===== src/rtl/cms_pkg.sv =====
package cms_pkg;
  localparam int OP_W = 2;

  typedef enum logic [1:0] {
    OP_INC  = 2'b00,
    OP_DEC  = 2'b01,
    OP_JZ   = 2'b10,
    OP_HALT = 2'b11
  } op_e;

  typedef enum logic [1:0] {
    ST_IDLE = 2'b00,
    ST_RUN  = 2'b01,
    ST_DONE = 2'b10
  } st_e;
endpackage


===== src/rtl/cms_prog_store.sv =====
module cms_prog_store #(
  parameter int DEPTH = 16,
  parameter int AW    = 4,
  parameter int IW    = 12,
  parameter logic [DEPTH*IW-1:0] INIT_IMAGE = '1
) (
  input  logic          clk_i,
  input  logic          rst_ni,
  input  logic          we_i,
  input  logic [AW-1:0] waddr_i,
  input  logic [IW-1:0] wdata_i,
  input  logic [AW:0]   fetch_addr_i,
  output logic [IW-1:0] word_o,
  output logic          in_range_o
);
  logic [IW-1:0] mem_q [DEPTH];

  always_ff @(posedge clk_i or negedge rst_ni) begin
    if (!rst_ni) begin
      for (int i = 0; i < DEPTH; i++) mem_q[i] <= INIT_IMAGE[i*IW +: IW];
    end else if (we_i && (32'(waddr_i) < DEPTH)) begin
      mem_q[waddr_i] <= wdata_i;
    end
  end

  // Out-of-range fetch yields a stop word (all ones)
  assign in_range_o = (32'(fetch_addr_i) < DEPTH);
  assign word_o     = in_range_o ? mem_q[fetch_addr_i[AW-1:0]] : '1;
endmodule


===== src/rtl/cms_regfile.sv =====
module cms_regfile #(
  parameter int NUM_REGS = 4,
  parameter int REG_W    = 8,
  parameter int RW       = 2
) (
  input  logic             clk_i,
  input  logic             rst_ni,
  input  logic             pre_we_i,
  input  logic [RW-1:0]    pre_idx_i,
  input  logic [REG_W-1:0] pre_val_i,
  input  logic             ex_we_i,
  input  logic [RW-1:0]    ex_idx_i,
  input  logic [REG_W-1:0] ex_val_i,
  output logic [REG_W-1:0] ex_rd_o,
  input  logic [RW-1:0]    rd_idx_i,
  output logic [REG_W-1:0] rd_val_o
);
  logic [REG_W-1:0] regs_q [NUM_REGS];

  for (genvar g = 0; g < NUM_REGS; g++) begin : g_reg
    always_ff @(posedge clk_i or negedge rst_ni) begin
      if (!rst_ni)                                 regs_q[g] <= '0;
      else if (ex_we_i && 32'(ex_idx_i) == g)      regs_q[g] <= ex_val_i;
      else if (pre_we_i && 32'(pre_idx_i) == g)    regs_q[g] <= pre_val_i;
    end
  end

  assign ex_rd_o  = (32'(ex_idx_i) < NUM_REGS) ? regs_q[ex_idx_i] : '0;
  assign rd_val_o = (32'(rd_idx_i) < NUM_REGS) ? regs_q[rd_idx_i] : '0;

  // Execution may only move a register by one (R1 increment, R2 decrement)
  AST_UNIT_STEP: assert property (@(posedge clk_i) disable iff (!rst_ni)
    ex_we_i |-> (ex_val_i == REG_W'(ex_rd_o + 1'b1) || ex_val_i == REG_W'(ex_rd_o - 1'b1)));

  AST_SINGLE_WRITER: assert property (@(posedge clk_i) disable iff (!rst_ni)
    !(pre_we_i && ex_we_i));
endmodule


===== src/rtl/cms_ctrl.sv =====
module cms_ctrl
  import cms_pkg::*;
#(
  parameter int REG_W          = 8,
  parameter int RW             = 2,
  parameter int AW             = 4,
  parameter int IW             = 12,
  parameter bit NEXT_ADDR_MODE = 1'b0
) (
  input  logic             clk_i,
  input  logic             rst_ni,
  input  logic             start_i,
  input  logic [IW-1:0]    word_i,
  input  logic             in_range_i,
  input  logic [REG_W-1:0] opnd_i,
  output logic [AW:0]      pc_o,
  output logic             running_o,
  output logic             halted_o,
  output logic             ex_we_o,
  output logic [RW-1:0]    idx_o,
  output logic [REG_W-1:0] ex_val_o,
  output logic             ovf_o,
  output logic             unf_o
);
  localparam int PCW = AW + 1;

  st_e            st_q;
  logic [PCW-1:0] pc_q;
  logic           ovf_q, unf_q;

  op_e            op;
  logic [AW-1:0]  za, zb;
  logic           is_zero, is_max;
  logic [PCW-1:0] pc_inc, next_pc;
  logic           stop, set_ovf, set_unf, step_we;
  logic [REG_W-1:0] step_val;

  assign op      = op_e'(word_i[IW-1 -: OP_W]);
  assign idx_o   = word_i[IW-OP_W-1 -: RW];
  assign za      = word_i[2*AW-1 -: AW];
  assign zb      = word_i[AW-1:0];
  assign is_zero = (opnd_i == '0);
  assign is_max  = &opnd_i;
  assign pc_inc  = pc_q + 1'b1;

  always_comb begin
    next_pc  = pc_inc;
    step_we  = 1'b0;
    step_val = opnd_i;
    set_ovf  = 1'b0;
    set_unf  = 1'b0;
    stop     = 1'b0;
    if (!in_range_i) begin
      stop = 1'b1;
    end else begin
      unique case (op)
        OP_INC: begin
          if (is_max) set_ovf = 1'b1;
          else begin
            step_we  = 1'b1;
            step_val = opnd_i + 1'b1;
          end
          if (NEXT_ADDR_MODE) next_pc = {1'b0, za};
        end
        OP_DEC: begin
          if (NEXT_ADDR_MODE) begin
            if (is_zero) next_pc = {1'b0, za};
            else begin
              step_we  = 1'b1;
              step_val = opnd_i - 1'b1;
              next_pc  = {1'b0, zb};
            end
          end else if (is_zero) begin
            set_unf = 1'b1;
          end else begin
            step_we  = 1'b1;
            step_val = opnd_i - 1'b1;
          end
        end
        OP_JZ:   if (is_zero) next_pc = {1'b0, za};
        default: stop = 1'b1;
      endcase
    end
  end

  always_ff @(posedge clk_i or negedge rst_ni) begin
    if (!rst_ni) begin
      st_q  <= ST_IDLE;
      pc_q  <= '0;
      ovf_q <= 1'b0;
      unf_q <= 1'b0;
    end else begin
      unique case (st_q)
        ST_RUN: begin
          if (stop) st_q <= ST_DONE;
          else begin
            pc_q  <= next_pc;
            ovf_q <= ovf_q | set_ovf;
            unf_q <= unf_q | set_unf;
          end
        end
        default: begin
          if (start_i) begin
            st_q  <= ST_RUN;
            pc_q  <= '0;
            ovf_q <= 1'b0;
            unf_q <= 1'b0;
          end
        end
      endcase
    end
  end

  assign running_o = (st_q == ST_RUN);
  assign halted_o  = (st_q == ST_DONE);
  assign ex_we_o   = running_o && step_we;
  assign ex_val_o  = step_val;
  assign pc_o      = pc_q;
  assign ovf_o     = ovf_q;
  assign unf_o     = unf_q;

  AST_HALT_PC_HOLD: assert property (@(posedge clk_i) disable iff (!rst_ni)
    (st_q == ST_DONE && !start_i) |=> (st_q == ST_DONE && pc_q == $past(pc_q)));

  AST_OOR_STOPS: assert property (@(posedge clk_i) disable iff (!rst_ni)
    (st_q == ST_RUN && !in_range_i) |=> (st_q == ST_DONE));

  AST_FLAGS_STICKY: assert property (@(posedge clk_i) disable iff (!rst_ni)
    (st_q == ST_RUN && unf_q) |=> unf_q);

  AST_START_CLEARS: assert property (@(posedge clk_i) disable iff (!rst_ni)
    (st_q != ST_RUN && start_i) |=> (!ovf_q && !unf_q && pc_q == '0 && st_q == ST_RUN));
endmodule


===== src/rtl/cm_sequencer.sv =====
module cm_sequencer #(
  parameter int NUM_REGS       = 4,
  parameter int REG_W          = 8,
  parameter int PROG_DEPTH     = 16,
  parameter bit NEXT_ADDR_MODE = 1'b0,
  parameter logic [PROG_DEPTH*(2+$clog2(NUM_REGS)+2*$clog2(PROG_DEPTH))-1:0] INIT_IMAGE = '1
) (
  input  logic                              clk_i,
  input  logic                              rst_ni,
  input  logic                              start_i,
  input  logic                              prog_we_i,
  input  logic [$clog2(PROG_DEPTH)-1:0]     prog_addr_i,
  input  logic [2+$clog2(NUM_REGS)+2*$clog2(PROG_DEPTH)-1:0] prog_data_i,
  input  logic                              pre_we_i,
  input  logic [$clog2(NUM_REGS)-1:0]       pre_idx_i,
  input  logic [REG_W-1:0]                  pre_val_i,
  input  logic [$clog2(NUM_REGS)-1:0]       rd_idx_i,
  output logic [REG_W-1:0]                  rd_val_o,
  output logic [$clog2(PROG_DEPTH):0]       pc_o,
  output logic                              halted_o,
  output logic                              ovf_o,
  output logic                              unf_o
);
  localparam int RW = $clog2(NUM_REGS);
  localparam int AW = $clog2(PROG_DEPTH);
  localparam int IW = 2 + RW + 2 * AW;

  logic [IW-1:0]    word;
  logic             in_range, running, ex_we;
  logic [RW-1:0]    ex_idx;
  logic [REG_W-1:0] ex_val, opnd;
  logic [AW:0]      pc;

  cms_prog_store #(
    .DEPTH(PROG_DEPTH), .AW(AW), .IW(IW), .INIT_IMAGE(INIT_IMAGE)
  ) i_store (
    .clk_i, .rst_ni,
    .we_i        (prog_we_i && !running),
    .waddr_i     (prog_addr_i),
    .wdata_i     (prog_data_i),
    .fetch_addr_i(pc),
    .word_o      (word),
    .in_range_o  (in_range)
  );

  cms_regfile #(
    .NUM_REGS(NUM_REGS), .REG_W(REG_W), .RW(RW)
  ) i_regs (
    .clk_i, .rst_ni,
    .pre_we_i (pre_we_i && !running),
    .pre_idx_i,
    .pre_val_i,
    .ex_we_i  (ex_we),
    .ex_idx_i (ex_idx),
    .ex_val_i (ex_val),
    .ex_rd_o  (opnd),
    .rd_idx_i,
    .rd_val_o
  );

  cms_ctrl #(
    .REG_W(REG_W), .RW(RW), .AW(AW), .IW(IW), .NEXT_ADDR_MODE(NEXT_ADDR_MODE)
  ) i_ctrl (
    .clk_i, .rst_ni, .start_i,
    .word_i     (word),
    .in_range_i (in_range),
    .opnd_i     (opnd),
    .pc_o       (pc),
    .running_o  (running),
    .halted_o,
    .ex_we_o    (ex_we),
    .idx_o      (ex_idx),
    .ex_val_o   (ex_val),
    .ovf_o,
    .unf_o
  );

  assign pc_o = pc;
endmodule


===== config.mk =====
export PLATFORM = sky130hd
export DESIGN_NAME = cm_sequencer
export DESIGN_NICKNAME = d
export VERILOG_FILES = /design/src/rtl/cms_pkg.sv /design/src/rtl/cms_prog_store.sv /design/src/rtl/cms_regfile.sv /design/src/rtl/cms_ctrl.sv /design/src/rtl/cm_sequencer.sv
export SDC_FILE = /design/constraint.sdc
export NUM_CORES = 1
export LEC_CHECK = 0
export CAP_MARGIN = 20
export CELL_PAD_IN_SITES_DETAIL_PLACEMENT = 2
export CELL_PAD_IN_SITES_GLOBAL_PLACEMENT = 2
export CORE_ASPECT_RATIO = 0.9
export CORE_MARGIN = 2
export CORE_UTILIZATION = 42
export DETAILED_ROUTE_END_ITERATION = 10
export GPL_TIMING_DRIVEN = 0
export PLACE_DENSITY = 0.85
export SKIP_CTS_REPAIR_TIMING = 1
export SYNTH_ARGS = -nofsm -noshare
export SYNTH_HDL_FRONTEND = slang
export SYNTH_SLANG_ARGS = --single-unit

===== constraint.sdc =====
create_clock -name clk_i -period 4.86 [get_ports clk_i]
set_clock_uncertainty 0.05 [all_clocks]
set_input_delay 0.972 -clock clk_i [delete_from_list [all_inputs] [get_ports clk_i]]
set_output_delay 0.972 -clock clk_i [all_outputs]
set_load 0.02 [all_outputs]

* Word level (Yosys, flattened, before mapping)
Index checks and enable logic that the tools add are counted.
Word-level totals: bits in registers 233, input port bits 33
Cells by class: reductions and logical operators 26, bitwise gates (word level) 6, add/sub/neg operators 3, equal/unequal tests 12, order comparisons 6, multiplexer cells 51
Operators by type and width (count):
- $bwmux W192 | 1
- $mux W8 | 15
- $bmux W12 S4 | 1
- $demux W12 S4 | 1
- $mux W12 | 4
- $bmux W8 S2 | 2
- $mux W5 | 6
- $mux W1 | 16
- $pmux W8 S2 | 1
- $eq A2 B2 Y1 const B | 6
- $logic_and A1 B1 Y1 | 12
- $ge A5 B5 Y1 const B | 2
- $not A4 Y5 | 2
- $reduce_bool A2 Y1 | 5
- $add A8 B1 Y8 const B | 1
- $eq A2 B1 Y1 const B | 4
- $logic_not A8 Y1 | 1
- $reduce_and A8 Y1 | 1
- $sub A8 B1 Y8 const B | 1
- $ge A3 B3 Y1 const B | 2
- $logic_not A2 Y1 | 3
- $mux W2 | 3
- $not A2 Y3 | 2
- $add A5 B1 Y5 const B | 1
- other kinds (8) | 11

* Logic depth before layout (Yosys ltp)
Gate-level depths: netlist (run 1).
word-level depth 16, mapped depth 17, gate-level depth less buffers 13

* Hierarchy
Synthesis (run 1) repeated with hierarchy kept, for this count alone.
Unflattened totals: cell total of the unflattened synthesis 957, area, all modules 12295.5 um2
Modules (own cells, without submodules):
- cms_prog_store | sequential area each 5044.8 um2, area each 9272.6 um2, cells each 608, instances 1
- cms_regfile | sequential area each 800.8 um2, area each 1899.3 um2, cells each 204, instances 1
- cms_ctrl | sequential area each 225.2 um2, area each 1111.1 um2, cells each 143, instances 1
- cm_sequencer | sequential area each 0.0 um2, area each 12.5 um2, cells each 2, instances 1

* Worst setup path before layout (run 1)
Ideal clock, no wire load.
path kind reg2reg, start point register i_ctrl.pc_q[1], in the netlist i_ctrl.pc_o[1], end point register i_regs.regs_q[30] (netlist name), path buffers 3, stages on the path, launching flop included 16, clock period less this slack 4.167 ns, arrival time 3.974 ns, data required time 4.666 ns, slack 0.693 ns, cells stage by stage dfrtp_1 mux2_1 a311o_1 or4_4 nand2_4 buf_8 mux2i_1 mux2_2 ha_1 o21a_1 nand4_1 and2_1 buf_2 o2111ai_1 buf_2 o211ai_1
On the way: longest elaborated chain between the ends 16, elaborated cells between the ends (all ways) 29, classes of those cells add/sub: 2; order compare: 1; eq/ne: 1; mux: 16; bitwise: 2; reduce/logical: 7
RTL lines:
- from (decl) | RTL line cms_ctrl.sv:28 | logic [PCW-1:0] pc_q;
- from (signal assigned) | RTL line cms_ctrl.sv:97 | pc_q <= next_pc;
- branches (longest 16 deep; another with $sub A8 B1 Y8)
- to (signal, indexed assignment) | RTL line cms_regfile.sv:23 | else if (ex_we_i && 32'(ex_idx_i) == g) regs_q[g] <= ex_val_i;
- to (signal, indexed assignment) | RTL line cms_regfile.sv:24 | else if (pre_we_i && 32'(pre_idx_i) == g) regs_q[g] <= pre_val_i;
- to (decl) | RTL line cms_regfile.sv:18 | logic [REG_W-1:0] regs_q [NUM_REGS];
Several ways; the timed one is not identified. The select of a mux whose other input is x is not followed. A chain may end at the register's enable or synchronous reset.

* Final worst setup path (run 1)
start point register i_ctrl.pc_q[0], in the netlist i_ctrl.pc_o[0], end point register i_regs.regs_q[11] (netlist name)
The elaborated chain is that of the path after synthesis.

==> results.md, run 1 <==
- Primary FF master, synth: dfstp_2
- PnR worst setup slack: -0.0794 ns
- Switching Share: 0.443
- Ys async rst share: 1.00
- Largest fanout on the critical path: 10
- Layout cells sized above 1: 0.515
- Design internal power: 5.13 mW
- Startpoint Class: register
- Worst Setup End Kind: register
- Core area: 21,000 um^2
- Fin cells: 1,096
- Final Setup Violations: 13
- Htree depth: 4
- Post-synthesis sequential area ratio: 0.484
- Switching power: 4.08 mW
- Max-cap violations: 0
- Critical Path AT: 5.17 ns
- Status: complete, but fails checks
- Row Count: 50
- Synth area leader: dfstp_2
- Sequential power share: 0.322
- Clock power frac: 0.158
- Share of the synthesized area in the top cell type: 0.371
- EDFF count, synth: 0
- CTS tree: built
- Slew HR: 0.123
- Final GP Congestion: 0.829
- Commonest non-fill, non-tap cell in the layout: mux2_2
- Initial cell density of the core: 0.432
- Die height: 143 um
- Dpl ws: -0.732 ns
- Launch point of the worst path: i_ctrl.pc_o[0]
- Util after Layout: 0.514
- WL final: 36,800 um
- Min cycle time layout: 4.94 ns
- CTS Buffer Depth: 2
- Power Total: 9.21 mW
- Io pins: 49
- Achievable Freq: 202 MHz
- DR pass1 iterations: 5
- Multi-input combinational cell area: 4590 um^2
- Die W: 159 um
- Fin nets: 833
- Syn avg cell area: 12.7 um^2
- R2R depth: 16
- Yosys cell types: 63
- Register area: 4390 um^2
- Worst hold path class: reg -> reg
- Vias/cell: 6.48
- Maximum number of pins on one net before global-route repair: 105
- Total nets after synthesis: 751
- I/O Buffers: 40
- Failing checks: negative setup slack
- Diode count: 0
- Clock latency on the worst-skew pair: 0.45 ns
- Seq cells post-synth: 169
- Congestion Overflow GR: 0
- TritonCTS Buffers: 17
- Final period utilization: 1.02
- Routed Antenna Nets: 0
- Worst Tran Pin Value: 1.31 ns
- Vias in the first global route: 7,849
- Final hold violations: 0
- Die Area: 22,800 um^2
- Hpwl dp: 21,500 um
- Worst-path clk slew: 0.08 ns
- Largest cells by area after synthesis: dfstp_2, mux2_2, dfrtp_1
- Vias: 7,102
- Synthesis Warnings: 0
- Fin. max-slew vios: 0
- Worst R2R End: i_regs.regs_q[11]
- Placed cell count: 1,049
- Initial DRC Count: 563
- VDD IR max: 284 uV
- Area grow syn2layout: 19.1%
- WL/cell: 33.6 um
- WP data required: 5.09 ns
- Root Buffer: clkbuf_16
- Hold path start: i_regs.regs_q[14]
- Power Density: 852 nW/um^2
- Critical Path End: i_regs.regs_q[11]
- Combinational power share: 0.520
- Critical path type: reg -> reg
- Filler instances: 1,999
- Post-Syn Area: 9070 um^2
- # DRC: 0
- CTS sink cnt: 169
- Flop2flop setup slack: -0.08 ns
- First-pass GRT wire length: 52,100 um
- Most frequent cells in the layout: mux2_2, dfstp_2, nand2_1
- Leakage: 4.36 nW
- Worst reg2reg path startpoint: i_ctrl.pc_o[0]
- GRT Util Overall: 0.312
- Initial antenna violation count: 0
- Cells after Synth: 715
-- worst max-delay path, stage by stage, from the launching register on --
cell and delay (ns):
dfrtp_1 0.45, buf_4 0.27, mux4_2 0.52, mux2i_1 0.19, nor2_1 0.10, nor3_2 0.31
buf_6 0.24, clkbuf_4 0.27, mux2_2 0.42, inv_1 0.20, ha_1 0.30, and4b_1 0.25
buf_2 0.23, a21oi_1 0.14, mux2i_1 0.19, a211oi_2 0.40, o21ai_0 0.23
-- stage by stage --
step | cell area (um^2) | TNS, ns | hold slack [ns]
floorplan | 9070 | 0 | 0.443
global placement | 9830 | -350.71 | 0.465
detailed placement | 9960 | -17.87 | 0.485
CTS | 10600 | -30.74 | 0.503
global route | 10800 | -5.32 | 0.531
finish | 10800 | -0.431 | 0.503
-- power groups by stage --
stage | registers, mW | logic [mW] | clock network [mW]
floorplan | 2.69 | 2.80 | 0
global placement | 2.76 | 3.66 | 0
detailed placement | 2.89 | 3.96 | 0
CTS | 2.93 | 4.20 | 1.45
global route | 3.02 | 4.99 | 1.52
finish | 2.97 | 4.79 | 1.45
-- Yosys cell counts (13+ instances only) --
master and number:
nand2_1 68, clkbuf_1 24, o21ai_0 28, nand3_1 14, mux4_2 38, dfstp_2 128
a21oi_1 13, nor2_1 33, mux2_2 155, dfrtp_1 41, nor3_1 18, mux2i_1 35
-- flip-flops by register name, indices dropped and copies added (netlist names) --
signal / flops
i_store.mem_q: 128
i_regs.regs_q: 32
i_ctrl.pc_o: 5
i_ctrl.st_q: 2
i_ctrl.ovf_o: 1
i_ctrl.unf_o: 1
-- per-layer routing --
metal  routed length, um  global-route usage  vias up
li1                    -                   -     2848
met4                1430               0.111        0
met2               18100               0.531      304
met5                   0                   0        -
met3                2100              0.0646      105
met1               15200               0.401     3845
-- cell type report --
type / count / share of cell area
Tap cell: 286 / 0.0331
Multi-Input combinational cell: 497 / 0.424
Clock inverter: 15 / 0.0169
Timing Repair Buffer: 63 / 0.0581
Clock buffer: 17 / 0.0394
Inverter: 9 / 0.00313
Sequential cell: 169 / 0.406
Buffer: 40 / 0.0188
-- worst min path at each step --
stage	to	slack, ns	cells past startpoint
after CTS	i_regs.regs_q[14]	0.50	1
after global placement	i_regs.regs_q[22]	0.47	2
after global routing	i_regs.regs_q[14]	0.53	1
after detailed placement	i_regs.regs_q[14]	0.49	1
after floorplan	i_regs.regs_q[16]	0.44	2
final	i_regs.regs_q[14]	0.50	1
-- logic make-up (layout without fill, tap and decap cells) --
logic type | Yosys count | after routing | synth area share
multiplexers | 229 | 229 | 0.327
AO/OA/AOI/OAI | 93 | 93 | 0.0709
buffers and inverters | 49 | 144 | 0.0229
XOR/XNOR | 3 | 3 | 0.00290
flip-flops | 169 | 169 | 0.484
adder cells (fa/ha/maj) | 3 | 3 | 0.00414
AND/OR/NAND/NOR | 169 | 169 | 0.0888
(Power assumes the default switching activity.)
==> inputs of run 2 (changes only) <==
CTS_CLUSTER_SIZE = 25   (was not set)
TNS_END_PERCENT = 5   (was not set)
clock period = 5.3 ns   (was 4.86 ns; I/O delays follow)
==> results.md, run 2 (synthesis gave the netlist of run 1 again) <==
- Final period utilization: 0.986
- Congestion Overflow GR: 0
- Most used cell, CP: buf_2
- WP data required: 5.54 ns
- Power Total: 8.11 mW
- Clock latency on the worst-skew pair: 0.44 ns
- Biggest register: i_store.mem_q
- Vias in the first global route: 7,849
- Initial antenna violation count: 0
- GRT Util Overall: 0.312
- M1 GR Usage: 0.401
- Filler instances: 2,021
- Largest fanout on the critical path: 10
- Achievable Freq: 191 MHz
- Worst reg2reg path startpoint: i_ctrl.pc_o[1]
- Worst path cell trace: buf_2 > mux4_2 > nor2_1 > a211oi_1 > nor3_1 > buf_4 > buf_2 > mux2_2 > ha_1 > o21a_1 > nand4_1 > and2_1 > buf_2 > o21ai_2 > buf_2 > o21ai_0
- Diode count: 0
- Hold Path Stages: 2
- Hold Path End: i_ctrl.ovf_o
- Row Count: 50
- Leakage: 4.31 nW
- GRT met2 Usage: 0.531
- Worst-path clk slew: 0.08 ns
- CTS Buffer Depth: 2
- Fin nets: 826
- First-pass GRT wire length: 52,100 um
- Critical path type: reg -> reg
- Core area: 21,000 um^2
- Slew HR: 0.239
- Min cycle time layout: 5.23 ns
- Post-DP Area: 9960 um^2
- Initial cell density of the core: 0.432
- Max reg flops: 128
- WL final: 34,700 um
- Root Buffer: clkbuf_16
- TritonCTS Buffers: 17
- Util after Layout: 0.509
- Die W: 159 um
- Startpoint Class: register
- Worst R2R End: i_regs.regs_q[2]
- Maximum number of pins on one net before global-route repair: 105
- Htree depth: 4
- Worst hold path class: reg -> reg
- Status: completed
- Hold path start: i_ctrl.ovf_o
- Slowest CP cell: mux4_2
- Unrepaired setup endpoints after global routing: yes
- VDD IR max: 261 uV
- Flop2flop setup slack: 0.07 ns
- Routed Antenna Nets: 0
- Met3 Usage GRT: 0.0646
- Fin. max-slew vios: 0
- WL/cell: 31.9 um
- Die height: 143 um
- Worst Tran Pin Value: 1.14 ns
- Max-cap violations: 0
- Final GP Congestion: 0.829
- Vias/cell: 6.41
- Die Area: 22,800 um^2
- DR pass1 iterations: 5
- Critical Path AT: 5.47 ns
- Layout cells sized above 1: 0.502
- Most frequent cells in the layout: mux2_2, dfstp_2, nand2_1
- Initial DRC Count: 502
- CTS tree: built
- Number of buffers and inverters on the critical path: 5
- # DRC: 0
- Worst Setup End Kind: register
- Hpwl dp: 21,500 um
- Design area: 10,700 um^2
- Final Setup Violations: 0
- Commonest non-fill, non-tap cell in the layout: mux2_2
- Power Density: 759 nW/um^2
- R2R depth: 16
- Grt peak-use layer: met2
- Final hold violations: 0
- I/O Buffers: 40
- Area grow syn2layout: 17.9%
- CP top delay family: buffers and inverters
- CTS sink cnt: 169
- Io pins: 49
- Vias: 6,977
- Max stage delay on crit path: 0.56 ns
run 2: changes by cell type in the layout (fill, tap and decap cells not counted), moves of 2 or more:
cell / delta
buf_4: -9
o21ai_4: -2
buf_2: +3
o21ai_2: +2
run 2: worst register-to-register path, stage by stage, from the launching register on:
cell      delay [ns]
dfrtp_1         0.50
buf_2           0.33
mux4_2          0.56
nor2_1          0.14
a211oi_1        0.08
nor3_1          0.29
buf_4           0.31
buf_2           0.33
mux2_2          0.29
ha_1            0.28
o21a_1          0.27
nand4_1         0.27
and2_1          0.26
buf_2           0.21
o21ai_2         0.38
buf_2           0.35
o21ai_0         0.17
run 2: cell type report:
class | count | area (um^2) | share of cell area
well taps | 286 | 358 | 0.0335
flip-flops and latches | 169 | 4390 | 0.410
clock buffers | 17 | 425 | 0.0398
clock inverters | 15 | 183 | 0.0171
inverters | 9 | 33.8 | 0.00316
multi-input cells | 497 | 4540 | 0.425
repair buffers | 56 | 576 | 0.0538
plain buffers | 40 | 188 | 0.0176
run 2: through the flow:
| step | setup TNS, ns | hold slack [ns] | std cells | setup slack [ns] |
|---|---|---|---|---|
| 2_1_floorplan | 0 | 0.443 | 715 | 1.13 |
| 3_3_place_gp | -280.32 | 0.465 | 1041 | -3.16 |
| 3_5_place_dp | -3.96 | 0.485 | 1049 | -0.292 |
| 4_1_cts | -14.65 | 0.503 | 1081 | -0.701 |
| 5_1_grt | -0.587 | 0.530 | 1089 | -0.0865 |
| 6_report | 0 | 0.513 | 1089 | 0.0730 |
run 2: metal layers:
metal	share of wire	wire, um
met3	0.051	1780
met4	0.035	1200
met5	0	0
met2	0.50	17200
met1	0.42	14500
run 2: power breakdown:
part / internal, mW / leakage, nW / switching [mW] / total, mW
Combinational: 1.68 / 2.17 / 2.40 / 4.08
Sequential: 2.22 / 1.84 / 0.491 / 2.71
Clock: 0.680 / 0.299 / 0.638 / 1.32
run 2: worst max path at each step:
stage                        start                end  slack [ns]  depth (start not counted)
finish              i_ctrl.pc_o[1]   i_regs.regs_q[2]        0.07                         16
detailed placement  i_ctrl.pc_o[0]  i_regs.regs_q[29]       -0.29                         13
global placement            rst_ni   i_regs.regs_q[0]       -3.16                          1
CTS                 i_ctrl.pc_o[1]  i_regs.regs_q[11]       -0.70                         17
floorplan           i_ctrl.pc_o[1]  i_regs.regs_q[30]        1.13                         15
global route        i_ctrl.pc_o[1]   i_regs.regs_q[7]       -0.09                         17
